<file path="src/rtl/dsm_pkg.sv">
package dsm_pkg;

    // Operating mode decoded from reset and enable each cycle
    typedef enum logic [1:0] {
        MODE_CLEAR = 2'd0,
        MODE_HOLD  = 2'd1,
        MODE_RUN   = 2'd2
    } dsm_mode_e;

endpackage

</file>
<file path="src/rtl/dsm_ctrl.sv">
module dsm_ctrl
    import dsm_pkg::*;
(
    input  logic      rst,
    input  logic      en,
    output dsm_mode_e mode
);

    // Reset outranks enable; enable low selects HOLD
    always_comb begin
        mode = MODE_HOLD;
        unique casez ({rst, en})
            2'b1?:   mode = MODE_CLEAR;
            2'b01:   mode = MODE_RUN;
            2'b00:   mode = MODE_HOLD;
            default: mode = MODE_HOLD;
        endcase
    end

endmodule

</file>
<file path="src/rtl/dsm_accum.sv">
module dsm_accum
    import dsm_pkg::*;
#(
    parameter int K        = 20,
    parameter bit CARRY_FB = 1'b0
) (
    input  logic         clk,
    input  dsm_mode_e    mode,
    input  logic [K-1:0] level,
    output logic [K-1:0] acc_q,
    output logic         carry_next
);

    localparam int SW = K + 1;

    logic          cin;
    logic [SW-1:0] sum;

    generate
        if (CARRY_FB) begin : g_fb
            // Stored carry re-enters the next addition: modulus 2^K-1
            logic carry_q;
            always_ff @(posedge clk) begin
                unique case (mode)
                    MODE_CLEAR: carry_q <= 1'b0;
                    MODE_HOLD:  carry_q <= carry_q;
                    MODE_RUN:   carry_q <= sum[K];
                    default:    carry_q <= 1'b0;
                endcase
            end
            assign cin = carry_q;
        end else begin : g_plain
            // Overflow is simply dropped: modulus 2^K
            assign cin = 1'b0;
        end
    endgenerate

    assign sum        = {1'b0, acc_q} + {1'b0, level} + {{K{1'b0}}, cin};
    assign carry_next = sum[K];

    always_ff @(posedge clk) begin
        unique case (mode)
            MODE_CLEAR: acc_q <= '0;
            MODE_HOLD:  acc_q <= acc_q;
            MODE_RUN:   acc_q <= sum[K-1:0];
            default:    acc_q <= '0;
        endcase
    end

endmodule

</file>
<file path="src/rtl/dsm_outreg.sv">
module dsm_outreg
    import dsm_pkg::*;
(
    input  logic      clk,
    input  dsm_mode_e mode,
    input  logic      carry_next,
    output logic      pulse_q
);

    always_ff @(posedge clk) begin
        unique case (mode)
            MODE_CLEAR: pulse_q <= 1'b0;
            MODE_HOLD:  pulse_q <= 1'b0;
            MODE_RUN:   pulse_q <= carry_next;
            default:    pulse_q <= 1'b0;
        endcase
    end

endmodule

</file>
<file path="src/rtl/dsm_pulse_spread.sv">
module dsm_pulse_spread
    import dsm_pkg::*;
#(
    parameter int K        = 20,
    parameter bit CARRY_FB = 1'b0
) (
    input  logic         clk,
    input  logic         rst,
    input  logic         en,
    input  logic [K-1:0] level,
    output logic         pulse_out
);

    dsm_mode_e    mode;
    logic [K-1:0] acc_q;
    logic         carry_next;

    dsm_ctrl u_ctrl (
        .rst  (rst),
        .en   (en),
        .mode (mode)
    );

    dsm_accum #(.K(K), .CARRY_FB(CARRY_FB)) u_accum (
        .clk        (clk),
        .mode       (mode),
        .level      (level),
        .acc_q      (acc_q),
        .carry_next (carry_next)
    );

    dsm_outreg u_out (
        .clk        (clk),
        .mode       (mode),
        .carry_next (carry_next),
        .pulse_q    (pulse_out)
    );

endmodule

</file>
<file path="config.mk">
export PLATFORM = sky130hd
export DESIGN_NAME = dsm_pulse_spread
export DESIGN_NICKNAME = d
export VERILOG_FILES = /design/src/rtl/dsm_pkg.sv /design/src/rtl/dsm_ctrl.sv /design/src/rtl/dsm_accum.sv /design/src/rtl/dsm_outreg.sv /design/src/rtl/dsm_pulse_spread.sv
export SDC_FILE = /design/constraint.sdc
export NUM_CORES = 1
export LEC_CHECK = 0
export ABC_AREA = 0
export BUFFER_PORTS_ARGS = -buffer_cell sky130_fd_sc_hd__buf_2
export CAP_MARGIN = 20
export CELL_PAD_IN_SITES_DETAIL_PLACEMENT = 0
export CELL_PAD_IN_SITES_GLOBAL_PLACEMENT = 2
export CORE_ASPECT_RATIO = 0.5
export CORE_UTILIZATION = 36
export CTS_CLUSTER_SIZE = 20
export DETAILED_ROUTE_END_ITERATION = 7
export PLACE_DENSITY_LB_ADDON = 0.1
export SLEW_MARGIN = 20
export SYNTH_ARGS = -nofsm -noshare
export SYNTH_HDL_FRONTEND = slang
export SYNTH_SLANG_ARGS = --single-unit
</file>
<file path="constraint.sdc">
create_clock -name clk -period 2.8 [get_ports clk]
set_input_delay 0.28 -clock clk [delete_from_list [all_inputs] [get_ports clk]]
set_output_delay 0.28 -clock clk [all_outputs]
set_load 0.01 [all_outputs]
</file>
==> impl_metrics.tcl, run 1 <==
set metrics [dict create \
    worst_pin_slew_ns 0.853 \
    root_buffer "clkbuf_8" \
    crit_path_start_kind "flop" \
    slowest_delay_ns 0.45 \
    grt_max_degree 21 \
    crit_path_top_delay_cell "a311oi_2" \
    clkSinkCount 21 \
    worst-setup-path-type "flop to flop" \
    leakagePower_uw 0.000867 \
    p_seq_frac 0.372 \
    yosysWarnings 0 \
    fin_crit_ns 2.59 \
    path_cells "ha_1 > fa_1 > a21o_1 > a311oi_2 > o21bai_2 > a211oi_2 > xor2_1 > nor2_1" \
    track_usage 0.179 \
    grt_pass1_vias 1339 \
    drive_above_1_share 0.165 \
    antenna_found_initial 0 \
    final_cell_mix "buf_2 (23), nor2_1 (21), ha_1 (20), edfxtp_1 (20)" \
    ys_types 47 \
    die_h_um 52.6 \
    clock_latency_ns 0.27 \
    cts_tree "yes" \
    finalMaxSlewViolations 0 \
    cts.hold.buffers_added 0 \
    min_period_over_period 0.925 \
    setup_viol_count_final 0 \
    p_sw_uw 394 \
    power_density_nw_per_um2 526 \
    overflow 0 \
    finalSetupTns_ns 0 \
    crit_fanout 4 \
    die_w_um 103 \
    syn2layout_area_growth_pct 11.2 \
    synthCells 197 \
    dp_hpwl_um 3310 \
    port-buffer-count 23 \
    cap_violations 0 \
    arrival_ns 2.59 \
    vias_per_cell 5.44 \
    clkSlewWorstSetupHoldPaths_ns 0.09 \
    status "completed" \
    combPwrFrac 0.427 \
    finalNetCount 263 \
    cp-end-kind "flop" \
    antenna_cells 0 \
    p_clk_frac 0.201 \
    drt-wirelength-per-cell_um 15.5 \
    start_util 0.396 \
    syn_nets 241 \
    synth_edf_count 20 \
    drc 0 \
    grt_setup_unrepaired "false" \
    synthesis.area_um2 1850 \
    max_freq_mhz 386 \
    ys_seq_area_frac 0.336 \
    rows 17 \
    cts.htree.levels 1 \
    finalHoldViolations 0 \
    final_common_cell "buf_2" \
    design.core.area_um2 4660 \
    clock_path_buffers 2 \
    swShare 0.365 \
    critical-path-top-delay-family "compound AO/OA/AOI/OAI gates" \
    ant_nets 0 \
    skew_ns 0.00211 \
    die_area_um2 5440 \
    cts_resized 0 \
    grt_pass1_wl_um 7040 \
    slew_headroom 0.431 \
    filler_cell_count 482 \
    cts_setup_buffers 0 \
    path_buf_inv 0 \
    synth_flop_cell "edfxtp_1" \
    vias 1546 \
    place_area_um2 2010 \
    io-pin-count 24 \
    internal_power_uw 686 \
    hp-class "input port to flop" \
    ys_ff_latch 21 \
    place.gp.congestion 0.784 \
    ir_drop_uv 194 \
    cts_inserted_buffers 3 \
    drtIter0Drc 70 \
    cp.required_ns 2.80 \
    syn_avg_cell_area_um2 9.37 \
    place_ws_ns 0.200 \
    drtPass1Iterations 4 \
    worst_slack_ns 0.210 \
    wirelength_um 4410 \
    final_cell_area_um2 2050 \
    synthArstFlopShare 0 \
]
## worst paths after layout
kind | from | end | slack [ns] | depth (start not counted)
worst min-delay path | rst | u_out.pulse_q | 0.41 | 4
worst max-delay path | u_accum.acc_q[0] | u_accum.acc_q[18] | 0.21 | 8
worst max register to register | u_accum.acc_q[0] | u_accum.acc_q[18] | 0.21 | 8
worst min register to register | u_accum.acc_q[0] | u_accum.acc_q[0] | 0.65 | 2
## synthesized netlist by cell type, types with 4 or more instances
master    instances  area share
nor3_1            5       0.014
o21ai_0           9       0.024
o21a_1            6       0.024
nor2_1           21       0.043
xnor2_1           6       0.028
nor4_1            4       0.014
xor2_1            7       0.033
a21o_1            6       0.024
nand2_1          16       0.033
a21oi_1          16       0.043
a211oi_1          4       0.016
edfxtp_1         20        0.33
nand3_1           4       0.011
ha_1             20        0.14
## power groups by stage
stage	clock network [uW]	registers, uW	logic (uW)
final	218	402	461
after global routing	240	405	514
after CTS	224	402	459
after detailed placement	0	409	456
after global placement	0	409	459
after floorplan	0	406	358
## worst reg2reg max path, cell delays in order (launching register included)
cell	delay, ns
edfxtp_1	0.37
ha_1	0.22
fa_1	0.41
a21o_1	0.22
a311oi_2	0.45
o21bai_2	0.20
a211oi_2	0.24
xor2_1	0.17
nor2_1	0.05
## logic make-up (layout without fill, tap and decap cells)
logic type	count (synthesis)	in the layout	synth area share
DFF	21	21	0.336
buffers and inverters	9	30	0.0271
AOI/OAI and AO/OA	62	62	0.237
xor gates and xnor gates	13	13	0.0617
adders and majority gates	21	21	0.146
and+or+nand+nor	71	71	0.192
## metal layers
metal  track usage  up-vias  part of all wire
li1              -      792                 -
met4        0.0141        0           0.00091
met3        0.0533        2             0.058
met2         0.239       50              0.36
met1         0.282      702              0.58
met5             0        -                 0
## per-stage QoR
stage          total power, uW  cells  utilization  hold slack (ns)
4_1_cts                   1090    284        0.441            0.398
3_3_place_gp               868    280        0.431            0.631
3_5_place_dp               865    280        0.431            0.628
2_1_floorplan              764    197            -            0.582
5_1_grt                   1160    284        0.441            0.415
6_report                  1080    284        0.441            0.406
## state kept, by name (all words and copies together) (netlist names)
register       flops
u_accum.acc_q     20
u_out.pulse_q      1
## final cells by class
| class | count | area (um^2) | area share |
|---|---|---|---|
| timing repair buffer | 24 | 123 | 0.0597 |
| inverter | 2 | 7.51 | 0.00365 |
| multi-input combinational | 167 | 1180 | 0.572 |
| sequential | 21 | 621 | 0.302 |
| clock buffer | 4 | 45.0 | 0.0219 |
| tap | 66 | 82.6 | 0.0402 |
Note: power is estimated with default switching activity, not from simulation.
==> inputs of run 2 (changes only) <==
--- a/config.mk
+++ b/config.mk
@@ -18,4 +18,5 @@
 export SLEW_MARGIN = 20
 export SYNTH_ARGS = -nofsm -noshare
 export SYNTH_HDL_FRONTEND = slang
+export SYNTH_HIERARCHICAL = 1
 export SYNTH_SLANG_ARGS = --single-unit
==> run 2 against run 1 <==
  * Final area is 2.6% lower
  * Total power decreased by 8.5%
  * Final cell count shrank 3.2%
  * Die area down 4.2%
  * Utilization is 0.15 points lower
  * Highest routed layer unchanged
==> impl_metrics.tcl, run 2 <==
set metrics [dict create \
    status "completed" \
    largest_register_ffs 20 \
    io-pin-count 24 \
    yosysMostFrequentCell "nor2_1" \
    clkSinkCount 21 \
    swShare 0.347 \
    arrival_ns 2.48 \
    crit_path_top_delay_cell "fa_1" \
    hold_end "u_out/pulse_q" \
    final_cell_mix "buf_2 (23), nor2_1 (23), ha_1 (20), edfxtp_1 (20), a21oi_1 (15)" \
    setup_viol_count_final 0 \
    fin_crit_ns 2.45 \
    overflow 0 \
    vias 1421 \
    final_cell_area_um2 2000 \
    synthArstFlopShare 0 \
    antenna_cells 0 \
    place_area_um2 1960 \
    slew_headroom 0.643 \
    synth_area_leaders "edfxtp_1 (34%), ha_1 (14%), nor2_1 (4.9%)" \
    synthCells 184 \
    largest_register "u_accum/acc_q" \
    power_density_nw_per_um2 494 \
    grt_setup_unrepaired "false" \
    leakagePower_uw 0.000898 \
    die_area_um2 5210 \
    drtIter0Drc 47 \
    dp_hpwl_um 3090 \
    cts_inserted_buffers 3 \
    drt-wirelength-per-cell_um 14.3 \
    syn2layout_area_growth_pct 13.2 \
    skew_ns 0.00665 \
    worst-setup-path-type "flop to flop" \
    worst_pin_slew_ns 0.534 \
    crit_path_start_kind "flop" \
    synth_edf_count 20 \
    cp-end-kind "flop" \
    p_seq_frac 0.396 \
    max_freq_mhz 408 \
    min_period_over_period 0.876 \
    synth_top_cell_by_area "edfxtp_1" \
    syn_nets 228 \
    combPwrFrac 0.389 \
    cp.required_ns 2.83 \
    finalHoldViolations 0 \
    grt_pass1_vias 1296 \
    largestRegisters "u_accum/acc_q x20, u_out/pulse_q x1" \
    ir_drop_uv 167 \
    cts_setup_buffers 0 \
    drc 0 \
    path_cells "ha_1 > fa_1 > a211oi_1 > o21bai_1 > a21oi_1 > o22ai_2 > nor3_1 > nor3_2" \
    crit_fanout 3 \
    syn_avg_cell_area_um2 9.60 \
    min_from "rst" \
    die_h_um 51.5 \
    ys_types 46 \
    synth_flop_cell "edfxtp_1" \
    clock_latency_ns 0.27 \
    grt_max_degree 18 \
    yosysWarnings 6 \
    start_util 0.388 \
    hp-class "input port to flop" \
    track_usage 0.163 \
    cts_resized 0 \
    internal_power_uw 646 \
    yosysTopAreaCellShare 0.340 \
    critical-path-top-delay-family "compound AO/OA/AOI/OAI gates" \
    synthesis.area_um2 1770 \
    power.total_uw 988 \
    rows 17 \
    die_w_um 101 \
    ys_ff_latch 21 \
    cts.hold.buffers_added 0 \
    synth_commonest_cells "nor2_1 (23), edfxtp_1 (20), ha_1 (20)" \
    clock_path_buffers 2 \
    ant_nets 0 \
    path_buf_inv 0 \
    rr_worst_depth 8 \
    r2r_start "u_accum/acc_q[0]" \
    cts.htree.levels 1 \
    slowest_delay_ns 0.43 \
    drive_above_1_share 0.187 \
    finalMaxSlewViolations 0 \
    cap_violations 0 \
    p_sw_uw 342 \
    clkSlewWorstSetupHoldPaths_ns 0.09 \
    design.core.area_um2 4550 \
    root_buffer "clkbuf_8" \
    antenna_found_initial 0 \
    r2r-end "u_accum/acc_q[14]" \
    ys_seq_area_frac 0.351 \
    drtPass1Iterations 4 \
    finalSetupTns_ns 0 \
    place.gp.congestion 0.755 \
    wirelength_um 3930 \
    cts_tree "yes" \
    port-buffer-count 23 \
    finalNetCount 254 \
    holdPathStages 3 \
    p_clk_frac 0.215 \
    grt_pass1_wl_um 6270 \
    rrSetupSlack_ns 0.35 \
    vias_per_cell 5.17 \
]
## run 2: power by group through the flow
stage          Combinational, uW  Clock, uW  Sequential, uW
6_report                     384        212             391
4_1_cts                      385        223             392
2_1_floorplan                298          0             397
3_5_place_dp                 382          0             400
3_3_place_gp                 382          0             398
5_1_grt                      430        230             395
## run 2: layout make-up
class	instances	area [um^2]
well taps	66	82.6
flip-flops and latches	21	621
clock buffers	4	45.0
repair buffers	25	130
fillers	484	2550
multi-input cells	156	1110
inverters	3	11.3
## run 2: cell families (layout without fill, tap and decap cells)
family | count (synthesis) | count (layout) | share of synthesized area
multiplexers | 1 | 1 | 0.00567
AO/OA/AOI/OAI | 57 | 57 | 0.223
AND/OR/NAND/NOR | 63 | 63 | 0.178
adder cells (fa/ha/maj) | 21 | 21 | 0.153
XOR/XNOR | 14 | 14 | 0.0694
buffers and inverters | 7 | 32 | 0.0198
flip-flops | 21 | 21 | 0.351
## run 2: worst max path at each step
stage | startpoint | endpoint | slack (ns) | cells after the start
2_1_floorplan | u_accum/acc_q[0] | u_accum/acc_q[14] | 0.58 | 8
3_3_place_gp | level[0] | u_accum/acc_q[14] | 0.38 | 9
3_5_place_dp | level[0] | u_accum/acc_q[14] | 0.31 | 9
4_1_cts | u_accum/acc_q[0] | u_accum/acc_q[14] | 0.33 | 8
5_1_grt | u_accum/acc_q[0] | u_accum/acc_q[14] | 0.20 | 8
6_report | u_accum/acc_q[0] | u_accum/acc_q[14] | 0.35 | 8
## run 2: worst reg2reg max path, cell delays in order, from the launching register on
cell	delay (ns)
edfxtp_1	0.37
ha_1	0.21
fa_1	0.43
a211oi_1	0.39
o21bai_1	0.14
a21oi_1	0.30
o22ai_2	0.11
nor3_1	0.20
nor3_2	0.07
## run 2: layer usage
metal / vias up / global-route usage / routed length [um]
li1: 745 / - / -
met1: 650 / 0.243 / 2210
met2: 24 / 0.236 / 1520
met3: 2 / 0.0430 / 186
met4: 0 / 0.0290 / 14
met5: - / 0 / 0
## run 2: stage by stage
stage / hold WS [ns] / util / setup slack (ns) / cells
5_1_grt: 0.354 / 0.440 / 0.199 / 275
2_1_floorplan: 0.502 / - / 0.582 / 184
3_5_place_dp: 0.628 / 0.430 / 0.313 / 271
6_report: 0.354 / 0.440 / 0.348 / 275
4_1_cts: 0.351 / 0.440 / 0.329 / 275
3_3_place_gp: 0.616 / 0.430 / 0.379 / 271
